[src/rtl/ttm_pkg.sv]
`timescale 1ns/1ps
package ttm_pkg;
    localparam int CNT_W_DEF = 8;
    localparam int N_TAPS_DEF = 4;

    typedef enum logic {
        CT_IDLE  = 1'b0,
        CT_COUNT = 1'b1
    } ctr_state_e;

    // counter 0 enable source codes
    localparam logic [1:0] SEL0_PIN = 2'b00;
    localparam logic [1:0] SEL0_D2  = 2'b01;
    localparam logic [1:0] SEL0_D8  = 2'b10;
    localparam logic [1:0] SEL0_D32 = 2'b11;

    // counter 1 enable source codes (non-cascade)
    localparam logic [1:0] SEL1_HIT  = 2'b00;
    localparam logic [1:0] SEL1_D2   = 2'b01;
    localparam logic [1:0] SEL1_D32  = 2'b10;
    localparam logic [1:0] SEL1_D512 = 2'b11;

    // low prescaler bits that must all be one for tap i to fire
    function automatic int tap_bits(input int i);
        case (i)
            0:       return 1;
            1:       return 3;
            2:       return 5;
            default: return 9;
        endcase
    endfunction
endpackage

[src/rtl/ttm_prescaler.sv]
`timescale 1ns/1ps
module ttm_prescaler
    import ttm_pkg::*;
#(
    parameter int N_TAPS = N_TAPS_DEF
) (
    input  logic              clk_i,
    input  logic              rst_ni,
    input  logic              run_i,
    output logic [N_TAPS-1:0] tap_o
);
    localparam int PRE_W = tap_bits(N_TAPS - 1);

    logic [PRE_W-1:0] pre_q;

    always_ff @(posedge clk_i or negedge rst_ni) begin
        if (!rst_ni) begin
            pre_q <= '0;
        end else if (!run_i) begin
            pre_q <= '0;
        end else begin
            pre_q <= pre_q + 1'b1;
        end
    end

    for (genvar g = 0; g < N_TAPS; g++) begin : g_tap
        localparam int TB = tap_bits(g);
        assign tap_o[g] = run_i && (&pre_q[TB-1:0]);
    end


    halt_zero_chk: assert property (@(posedge clk_i) disable iff (!rst_ni)
        !run_i |=> (pre_q == '0));


    fast_tap_gap_chk: assert property (@(posedge clk_i) disable iff (!rst_ni)
        tap_o[0] |=> !tap_o[0]);
endmodule

[src/rtl/ttm_pin_sync.sv]
`timescale 1ns/1ps
module ttm_pin_sync #(
    parameter int STAGES = 2
) (
    input  logic clk_i,
    input  logic rst_ni,
    input  logic pin_i,
    output logic rise_o
);
    logic [STAGES:0] sh_q;

    always_ff @(posedge clk_i or negedge rst_ni) begin
        if (!rst_ni) begin
            sh_q <= '0;
        end else begin
            sh_q <= {sh_q[STAGES-1:0], pin_i};
        end
    end

    assign rise_o = sh_q[STAGES-1] && !sh_q[STAGES];


    rise_single_chk: assert property (@(posedge clk_i) disable iff (!rst_ni)
        rise_o |=> !rise_o);
endmodule

[src/rtl/ttm_counter.sv]
`timescale 1ns/1ps
module ttm_counter
    import ttm_pkg::*;
#(
    parameter int W = CNT_W_DEF
) (
    input  logic         clk_i,
    input  logic         rst_ni,
    input  logic         run_i,
    input  logic         tick_i,
    input  logic         self_match_i,
    input  logic         clr_i,
    input  logic [W-1:0] cmp_i,
    output logic [W-1:0] cnt_o,
    output logic         hit_o,
    output logic         wrap_o
);
    ctr_state_e state_q, state_d;
    logic advance, at_cmp, self_hit;

    always_comb begin
        state_d = state_q;
        unique case (state_q)
            CT_IDLE:  if (run_i)  state_d = CT_COUNT;
            CT_COUNT: if (!run_i) state_d = CT_IDLE;
        endcase
    end

    always_ff @(posedge clk_i or negedge rst_ni) begin
        if (!rst_ni) begin
            state_q <= CT_IDLE;
        end else begin
            state_q <= state_d;
        end
    end

    assign advance  = (state_q == CT_COUNT) && run_i && tick_i;
    assign at_cmp   = (cnt_o == cmp_i);
    assign self_hit = advance && self_match_i && at_cmp;

    always_ff @(posedge clk_i or negedge rst_ni) begin
        if (!rst_ni) begin
            cnt_o <= '0;
        end else begin
            unique case (state_q)
                CT_IDLE: cnt_o <= '0;
                CT_COUNT: begin
                    if (!run_i || clr_i) begin
                        cnt_o <= '0;
                    end else if (advance) begin
                        cnt_o <= self_hit ? '0 : cnt_o + 1'b1;
                    end
                end
            endcase
        end
    end

    assign hit_o  = advance && at_cmp;
    assign wrap_o = advance && !clr_i && !self_hit && (&cnt_o);


    run_low_clear_chk: assert property (@(posedge clk_i) disable iff (!rst_ni)
        !run_i |=> (cnt_o == '0));


    idle_zero_chk: assert property (@(posedge clk_i) disable iff (!rst_ni)
        (state_q == CT_IDLE) |-> (cnt_o == '0));


    step_chk: assert property (@(posedge clk_i) disable iff (!rst_ni)
        (advance && !clr_i && !self_hit) |=> (cnt_o == $past(cnt_o) + 1'b1));
endmodule

[src/rtl/twin_tick_timer.sv]
`timescale 1ns/1ps
module twin_tick_timer
    import ttm_pkg::*;
#(
    parameter int CNT_W = CNT_W_DEF,
    parameter int SYNC_STAGES = 2
) (
    input  logic             clk_i,
    input  logic             rst_ni,
    input  logic             ext_cnt_i,
    input  logic             pre_run_i,
    input  logic             run0_i,
    input  logic             run1_i,
    input  logic [1:0]       sel0_i,
    input  logic [1:0]       sel1_i,
    input  logic             cascade_i,
    input  logic [CNT_W-1:0] cmp0_i,
    input  logic [CNT_W-1:0] cmp1_i,
    output logic [CNT_W-1:0] count0_o,
    output logic [CNT_W-1:0] count1_o,
    output logic             match0_o,
    output logic             match1_o,
    output logic             ovf_o
);
    localparam int N_TAPS = N_TAPS_DEF;

    logic [N_TAPS-1:0] tap;
    logic pin_rise;
    logic tick0, tick1;
    logic hit0, hit1, wrap0, wrap1;
    logic joint;

    ttm_prescaler #(.N_TAPS(N_TAPS)) u_pre (
        .clk_i (clk_i),
        .rst_ni(rst_ni),
        .run_i (pre_run_i),
        .tap_o (tap)
    );

    ttm_pin_sync #(.STAGES(SYNC_STAGES)) u_pin (
        .clk_i (clk_i),
        .rst_ni(rst_ni),
        .pin_i (ext_cnt_i),
        .rise_o(pin_rise)
    );

    always_comb begin
        tick0 = 1'b0;
        unique case (sel0_i)
            SEL0_PIN: tick0 = pin_rise;
            SEL0_D2:  tick0 = tap[0];
            SEL0_D8:  tick0 = tap[1];
            SEL0_D32: tick0 = tap[2];
        endcase
    end

    always_comb begin
        tick1 = 1'b0;
        if (cascade_i) begin
            tick1 = wrap0;
        end else begin
            unique case (sel1_i)
                SEL1_HIT:  tick1 = hit0;
                SEL1_D2:   tick1 = tap[0];
                SEL1_D32:  tick1 = tap[2];
                SEL1_D512: tick1 = tap[3];
            endcase
        end
    end

    assign joint = cascade_i && hit0 && run1_i && (count1_o == cmp1_i);

    ttm_counter #(.W(CNT_W)) u_c0 (
        .clk_i       (clk_i),
        .rst_ni      (rst_ni),
        .run_i       (run0_i),
        .tick_i      (tick0),
        .self_match_i(!cascade_i),
        .clr_i       (joint),
        .cmp_i       (cmp0_i),
        .cnt_o       (count0_o),
        .hit_o       (hit0),
        .wrap_o      (wrap0)
    );

    ttm_counter #(.W(CNT_W)) u_c1 (
        .clk_i       (clk_i),
        .rst_ni      (rst_ni),
        .run_i       (run1_i),
        .tick_i      (tick1),
        .self_match_i(!cascade_i),
        .clr_i       (joint),
        .cmp_i       (cmp1_i),
        .cnt_o       (count1_o),
        .hit_o       (hit1),
        .wrap_o      (wrap1)
    );

    always_ff @(posedge clk_i or negedge rst_ni) begin
        if (!rst_ni) begin
            match0_o <= 1'b0;
            match1_o <= 1'b0;
            ovf_o    <= 1'b0;
        end else begin
            match0_o <= !cascade_i && hit0;
            match1_o <= cascade_i ? joint : hit1;
            ovf_o    <= wrap0 || wrap1;
        end
    end


    match0_clear_chk: assert property (@(posedge clk_i) disable iff (!rst_ni)
        (!cascade_i && hit0) |=> (match0_o && count0_o == '0));


    cascade_quiet_chk: assert property (@(posedge clk_i) disable iff (!rst_ni)
        (cascade_i && $past(cascade_i)) |-> !match0_o);


    joint_clear_chk: assert property (@(posedge clk_i) disable iff (!rst_ni)
        joint |=> (match1_o && count0_o == '0 && count1_o == '0));


    ovf_zero_chk: assert property (@(posedge clk_i) disable iff (!rst_ni)
        ovf_o |-> (count0_o == '0 || count1_o == '0));
endmodule

[config.mk]
export PLATFORM = sky130hd
export DESIGN_NAME = twin_tick_timer
export DESIGN_NICKNAME = d
export VERILOG_FILES = /design/src/rtl/ttm_pkg.sv /design/src/rtl/ttm_prescaler.sv /design/src/rtl/ttm_pin_sync.sv /design/src/rtl/ttm_counter.sv /design/src/rtl/twin_tick_timer.sv
export SDC_FILE = /design/constraint.sdc
export NUM_CORES = 1
export LEC_CHECK = 0
export ABC_CLOCK_PERIOD_IN_PS = 8000
export BUFFER_PORTS_ARGS = -buffer_cell sky130_fd_sc_hd__buf_4
export CORE_ASPECT_RATIO = 1.1
export CORE_MARGIN = 2
export CORE_UTILIZATION = 50
export CTS_BUF_LIST = sky130_fd_sc_hd__clkbuf_2 sky130_fd_sc_hd__clkbuf_4 sky130_fd_sc_hd__clkbuf_8
export CTS_CLUSTER_SIZE = 12
export DETAILED_ROUTE_END_ITERATION = 6
export GPL_TIMING_DRIVEN = 0
export PLACE_DENSITY = 0.75
export SYNTH_ARGS = -nofsm -noshare
export SYNTH_HDL_FRONTEND = slang
export SYNTH_HIERARCHICAL = 1
export SYNTH_SLANG_ARGS = --single-unit
[constraint.sdc]
create_clock -name clk_i -period 8 [get_ports clk_i]
set_input_delay 1.2 -clock clk_i [delete_from_list [all_inputs] [get_ports clk_i]]
set_output_delay 1.2 -clock clk_i [all_outputs]
set_load 0.02 [all_outputs]
**Word-level counts from Yosys, hierarchy flattened**

Cells that the tools add are included.

- Output and inout port bits: 19
- Register bits after elaboration: 33

- Equality and inequality tests: 10
- Reduce and logical (&&, ||, !) cells: 42
- Bitwise gates (word level): 2
- Add/sub/neg operators: 3
- Muxes and demuxes: 15

Operator list:

| operator | count |
|---|---|
| two-way mux 8 bit | 6 |
| one-hot mux 8 bit (2 select lines) | 2 |
| logical AND 1 bit | 25 |
| adder 8 x 1 -> 8 bit (second input constant) | 2 |
| equality test 8 bit | 2 |
| AND reduction 8 bit | 2 |
| adder 9 x 1 -> 9 bit (second input constant) | 1 |
| two-way mux 9 bit | 1 |
| AND reduction 9 bit | 1 |
| equality test 2 bit (second input constant) | 4 |
| one-hot mux 1 bit (4 select lines) | 2 |
| logical NOT 1 bit | 7 |
| != test 3 bit (second input constant) | 2 |
| AND reduction 5 bit | 1 |
| equality test 2 x 1 -> 1 bit (second input constant) | 2 |
| logical NOT 2 bit | 2 |
| two-way mux 1 bit | 4 |
| logical OR 1 bit | 3 |
| AND reduction 3 bit | 1 |
| NOT 1 bit | 2 |

**Logic depth before layout (Yosys ltp)**

- Depth after elaboration: 20
- Mapped depth: 21

**Modules after synthesis**

The synthesis kept the hierarchy.

Modules (own cells, without submodules):

| module | area each (sq um) | cells each | times used |
|---|---|---|---|
| ttm_counter at u_c1 | 575.6 | 60 | 1 |
| ttm_counter at u_c0 | 574.3 | 60 | 1 |
| ttm_prescaler | 461.7 | 43 | 1 |
| twin_tick_timer | 251.5 | 25 | 1 |
| ttm_pin_sync | 88.8 | 4 | 1 |

**Worst setup path after synthesis**

No wires, ideal clock.

- Path type: input -> register
- Start: input pre_run_i
- End: register ovf_o
- Cell stages on the path: 19
- Setup time: 127 ps
- Path buffers: 1
- Slack: 3447 ps
- Data required time: 7873 ps
- Arrival: 4426 ps
- Cells stage by stage: clkbuf_1 > and2_1 > mux4_2 > nand3_1 > nor4_4 > and3_1 > nand4_1 > nor3_1 > nand3b_1 > nand2b_2 > nor3_1 > nand2_1 > nand2_1 > nand3_1 > nor4_2 > nand4_2 > nand2b_2 > nor3_1 > or2_2

- Longest elaborated chain between the ends: 19
- Elaborated cells between the ends (all ways): 27
- Those cells by class: mux: 3; reduce/logical: 24

RTL lines:

| element | RTL line | text |
|---|---|---|
| start, declared | twin_tick_timer.sv:11 | `input logic pre_run_i,` |
| logical AND 1 bit (*) | ttm_prescaler.sv:28 | `assign tap_o[g] = run_i && (&pre_q[TB-1:0]);` |
| via tap[0] | twin_tick_timer.sv:27 | `logic [N_TAPS-1:0] tap;` |
| one-hot mux 1 bit (4 select lines) (*) | twin_tick_timer.sv:49 | `unique case (sel0_i)` |
| via tick0 | twin_tick_timer.sv:29 | `logic tick0, tick1;` |
| logical AND 1 bit (*) | ttm_counter.sv:37 | `assign advance = (state_q == CT_COUNT) && run_i && tick_i;` |
| logical AND 1 bit (*) | ttm_counter.sv:58 | `assign hit_o = advance && at_cmp;` |
| via hit0 | twin_tick_timer.sv:30 | `logic hit0, hit1, wrap0, wrap1;` |
| logical AND 1 bit (*) (3 in a row) | twin_tick_timer.sv:71 | `assign joint = cascade_i && hit0 && run1_i && (count1_o == cmp1_i);` |
| via joint | twin_tick_timer.sv:31 | `logic joint;` |
| (+4 left out) | n/a |  |
| via wrap0 | twin_tick_timer.sv:30 |  |
| two-way mux 1 bit (*) | twin_tick_timer.sv:59 | `if (cascade_i) begin` |
| via tick1 | twin_tick_timer.sv:29 |  |
| logical AND 1 bit (*) | ttm_counter.sv:37 |  |
| logical AND 1 bit (2 in a row) | ttm_counter.sv:39 | `assign self_hit = advance && self_match_i && at_cmp;` |
| logical NOT 1 bit | ttm_counter.sv:59 | `assign wrap_o = advance && !clr_i && !self_hit && (&cnt_o);` |
| logical AND 1 bit (*) (2 in a row) | ttm_counter.sv:59 |  |
| via wrap1 | twin_tick_timer.sv:30 |  |
| logical OR 1 bit (*) | twin_tick_timer.sv:107 | `ovf_o <= wrap0 \|\| wrap1;` |
| end signal, assigned | twin_tick_timer.sv:107 |  |
| end, declared | twin_tick_timer.sv:23 | `output logic ovf_o` |

Mark *: on every way through the listed nets, which the timed path passes. The rest lies on a longest branch.
A chain may end at the register's enable or synchronous reset.

**Final worst setup path**

Same ends and word-level chain as after synthesis.

==> summary.txt <==
Yosys
  – Cell taking the most area after synthesis: dfrtp_1
  – Avg Cell Area, Syn: 10.2 µm²
  – Seq/Total Area, Yosys: 42.3%
  – Synth top area share: 42.3%
  – Yosys cell types: 35
  – Synthesized area: 1950 µm²
  – Top cells by area, synth: dfrtp_1, xor2_1, xnor2_1, ha_1, nand3_1
  – Yosys reg bits: 33
  – Yosys warning total: 6
  – Synth Net Count: 225
  – Gate Count Post-Synth: 192

Final layout
  – Diodes inserted: 0
  – Number of nets in the layout: 277
  – Share of layout cells above drive strength 1: 28.2%
  – Layout Area Growth over Synthesis: 26.7%
  – Commonest non-fill, non-tap cell in the layout: buf_4
  – Multi-input gate area: 1100 µm²
  – Fillers: 313
  – Storage element area: 826 µm²
  – Commonest cells after routing, fill and taps aside: buf_4, dfrtp_1, xor2_1, nand3_1, nor2_1

CTS
  – Post-CTS setup buffer count: 0
  – Worst-path clk slew: 70 ps
  – Root Driver: clkbuf_8
  – CTS tree: done
  – Total CTS buffers: 5
  – Hold-fix buffers, CTS: 0
  – Cts repair resizes: 0
  – H-tree levels: 2
  – Clk buf depth: 2
  – Sink Count: 33
  – Clock latency on the worst-skew pair: 290 ps

Detailed routing
  – Final ANT Viol Nets: 0
  – Drt total wl: 4.06 mm
  – Wire per inst: 13.8 µm
  – Initial DRC count: 86
  – Via density: 5.30
  – DRC: 0
  – Pre-antenna DRT Iters: 4
  – Via count: 1,563

STA
  – Period Utilization, post-route: 63.4%
  – Tightest Pin Transition: 410 ps
  – Setup TNS Final: 0 ps
  – Relative slew slack: 72.5%
  – Hold Vio Cnt, Final: 0
  – Fin crit period: 5070 ps
  – Fin. max-slew vios: 0
  – Setup slack after layout: 2930 ps
  – FMAX: 197 MHz
  – RSZ-0062 raised after global routing: no
  – Final setup fails: 0
  – Setup Skew: 2.03 ps
  – Hold slack: 353 ps

Setup path
  – CP bufs+invs: 2
  – Crit path from: pre_run_i
  – Critical Path Max Stage Delay: 510 ps
  – CP startpoint kind: input pin
  – Data required time at the worst endpoint: 8170 ps
  – Reg2reg start: u_pre/pre_q[0]
  – Crit Path Category: in2reg
  – CP endpoint kind: register
  – CP top delay family: simple AND/OR/NAND/NOR gates
  – CP arrival: 5240 ps
  – Max FO, Critical Path: 10
  – CP most frequent cell: nor3_1
  – CP max-delay cell: mux4_2
  – CP Cell Sequence: buf_4 -> clkbuf_1 -> and2_1 -> mux4_2 -> nand3_1 -> nor4_4 -> and3_1 -> nand4_1 -> nor3_1 -> nand3b_1 -> nand2b_2 -> nor3_1 -> nand2_1 -> nand2_1 -> nand3_1 -> nor4_2 -> nand4_2 -> nand2b_2 -> nor3_1 -> or2_2

Placed design
  – Pre-CTS setup slack: 2680 ps
  – Dpl hpwl: 2.98 mm
  – IO buf count: 45
  – GPL Wtd Cong: 0.843

Pwr
  – Switching pwr: 79.2 µW
  – Sw frac: 21.4%
  – VDD IR max: 0.111 mV
  – Clock power frac: 44.7%
  – Leak Pwr: 0.00115 µW
  – PD cells: 150 nW/µm²
  – Sequential Power Share: 46.6%
  – Combinational share of power: 8.7%
  – Internal power: 290 µW

Die
  – Die area: 4420 µm²
  – Initial Utilization: 53.0%
  – Die height: 69.5 µm
  – # IOs: 46
  – Core area: 3680 µm²
  – Die X: 63.6 µm
  – Row count: 23

Global route
  – GRT Resource Usage Total: 19.9%
  – Largest net degree at the start of global routing: 34
  – Number of global-route vias before repair: 1,477
  – Congestion Overflow GR: 0
  – First-pass GRT wire length: 6.84 mm
  – Antenna violations before repair: 0

Min path
  – Worst min path class: reg2reg
  – HP Start: u_pin/sh_q[0]

Flow run
  – MaxCap Viol Count: 0

Outcome
  – Status: completed
==> per-stage QoR <==
stage / utilization [%] / instance area, µm² / power [µW] / cells
after floorplan: - / 1950 / 189 / 192
final: 67.1 / 2470 / 370 / 295
after global placement: 63.9 / 2350 / 207 / 287
after detailed placement: 63.9 / 2350 / 208 / 287
after global routing: 67.1 / 2470 / 385 / 295
after CTS: 67.1 / 2470 / 374 / 295
==> routing by layer <==
metal,up-vias,GRT usage (%),part of all wire (%)
li1,781,-,-
met1,741,25.9,44
met2,32,31.0,50
met3,9,5.52,4.3
met4,0,8.70,2.1
met5,-,0,0
==> cell usage after synthesis (all sizes together) <==
| master | number |
|---|---|
| a21boi | 3 |
| a21oi | 6 |
| a41oi | 2 |
| and2 | 8 |
| and3 | 8 |
| buf | 1 |
| clkbuf | 2 |
| dfrtp | 33 |
| ha | 6 |
| inv | 3 |
| mux4 | 2 |
| nand2 | 8 |
| nand2b | 6 |
| nand3 | 16 |
| nand3b | 4 |
| nand4 | 11 |
| nand4b | 2 |
| nor2 | 15 |
| nor2b | 3 |
| nor3 | 5 |
| nor4 | 2 |
| o21ai | 5 |
| o31ai | 1 |
| or2 | 1 |
| or3 | 3 |
| xnor2 | 11 |
| xor2 | 25 |
==> flip-flops by register name, indices dropped and copies added (netlist names) <==
name / flops
u_pin/sh_q: 3
match0_o: 1
u_c0/cnt_o: 8
u_c1/state_q: 1
match1_o: 1
u_c1/cnt_o: 8
ovf_o: 1
u_pre/pre_q: 9
u_c0/state_q: 1
==> power groups by stage <==
stage / clock network, µW / registers (µW) / logic [µW]
floorplan: 0 / 175 / 13.9
global placement: 0 / 175 / 32.3
detailed placement: 0 / 175 / 32.5
CTS: 169 / 172 / 32.7
global route: 176 / 172 / 36.2
finish: 165 / 172 / 32.2
==> cells by family (layout without fill, tap and decap cells) <==
kind of cell | Yosys count | count (layout) | synth area share (%)
AND/OR/NAND/NOR | 92 | 92 | 28.6
multiplexers | 2 | 2 | 2.31
XOR/XNOR | 36 | 36 | 16.2
adder cells (fa/ha/maj) | 6 | 6 | 3.85
buffers and inverters | 6 | 59 | 1.54
AO/OA/AOI/OAI | 17 | 17 | 5.26
flip-flops | 33 | 33 | 42.3
==> worst paths after layout <==
| path | endpoint | slack [ps] | cells after the start |
|---|---|---|---|
| worst max register to register | ovf_o | 3110 | 21 |
| worst max-delay path | ovf_o | 2930 | 20 |
| worst min register to register | u_pin/sh_q[1] | 350 | 0 |
| max in group asynchronous | u_pre/pre_q[6] | 6870 | 1 |
| min in group asynchronous | u_c0/cnt_o[4] | 830 | 1 |
| worst min-delay path | u_pin/sh_q[1] | 350 | 0 |
==> layout make-up <==
class / count / share of cell area (%)
repair buffers: 45 / 13.7
clock buffers: 7 / 3.64
flip-flops and latches: 33 / 33.4
inverters: 3 / 0.455
plain buffers: 3 / 0.759
well taps: 50 / 2.53
multi-input cells: 153 / 44.3
clock inverters: 1 / 1.21
Note: power is estimated with default switching activity, not from simulation.
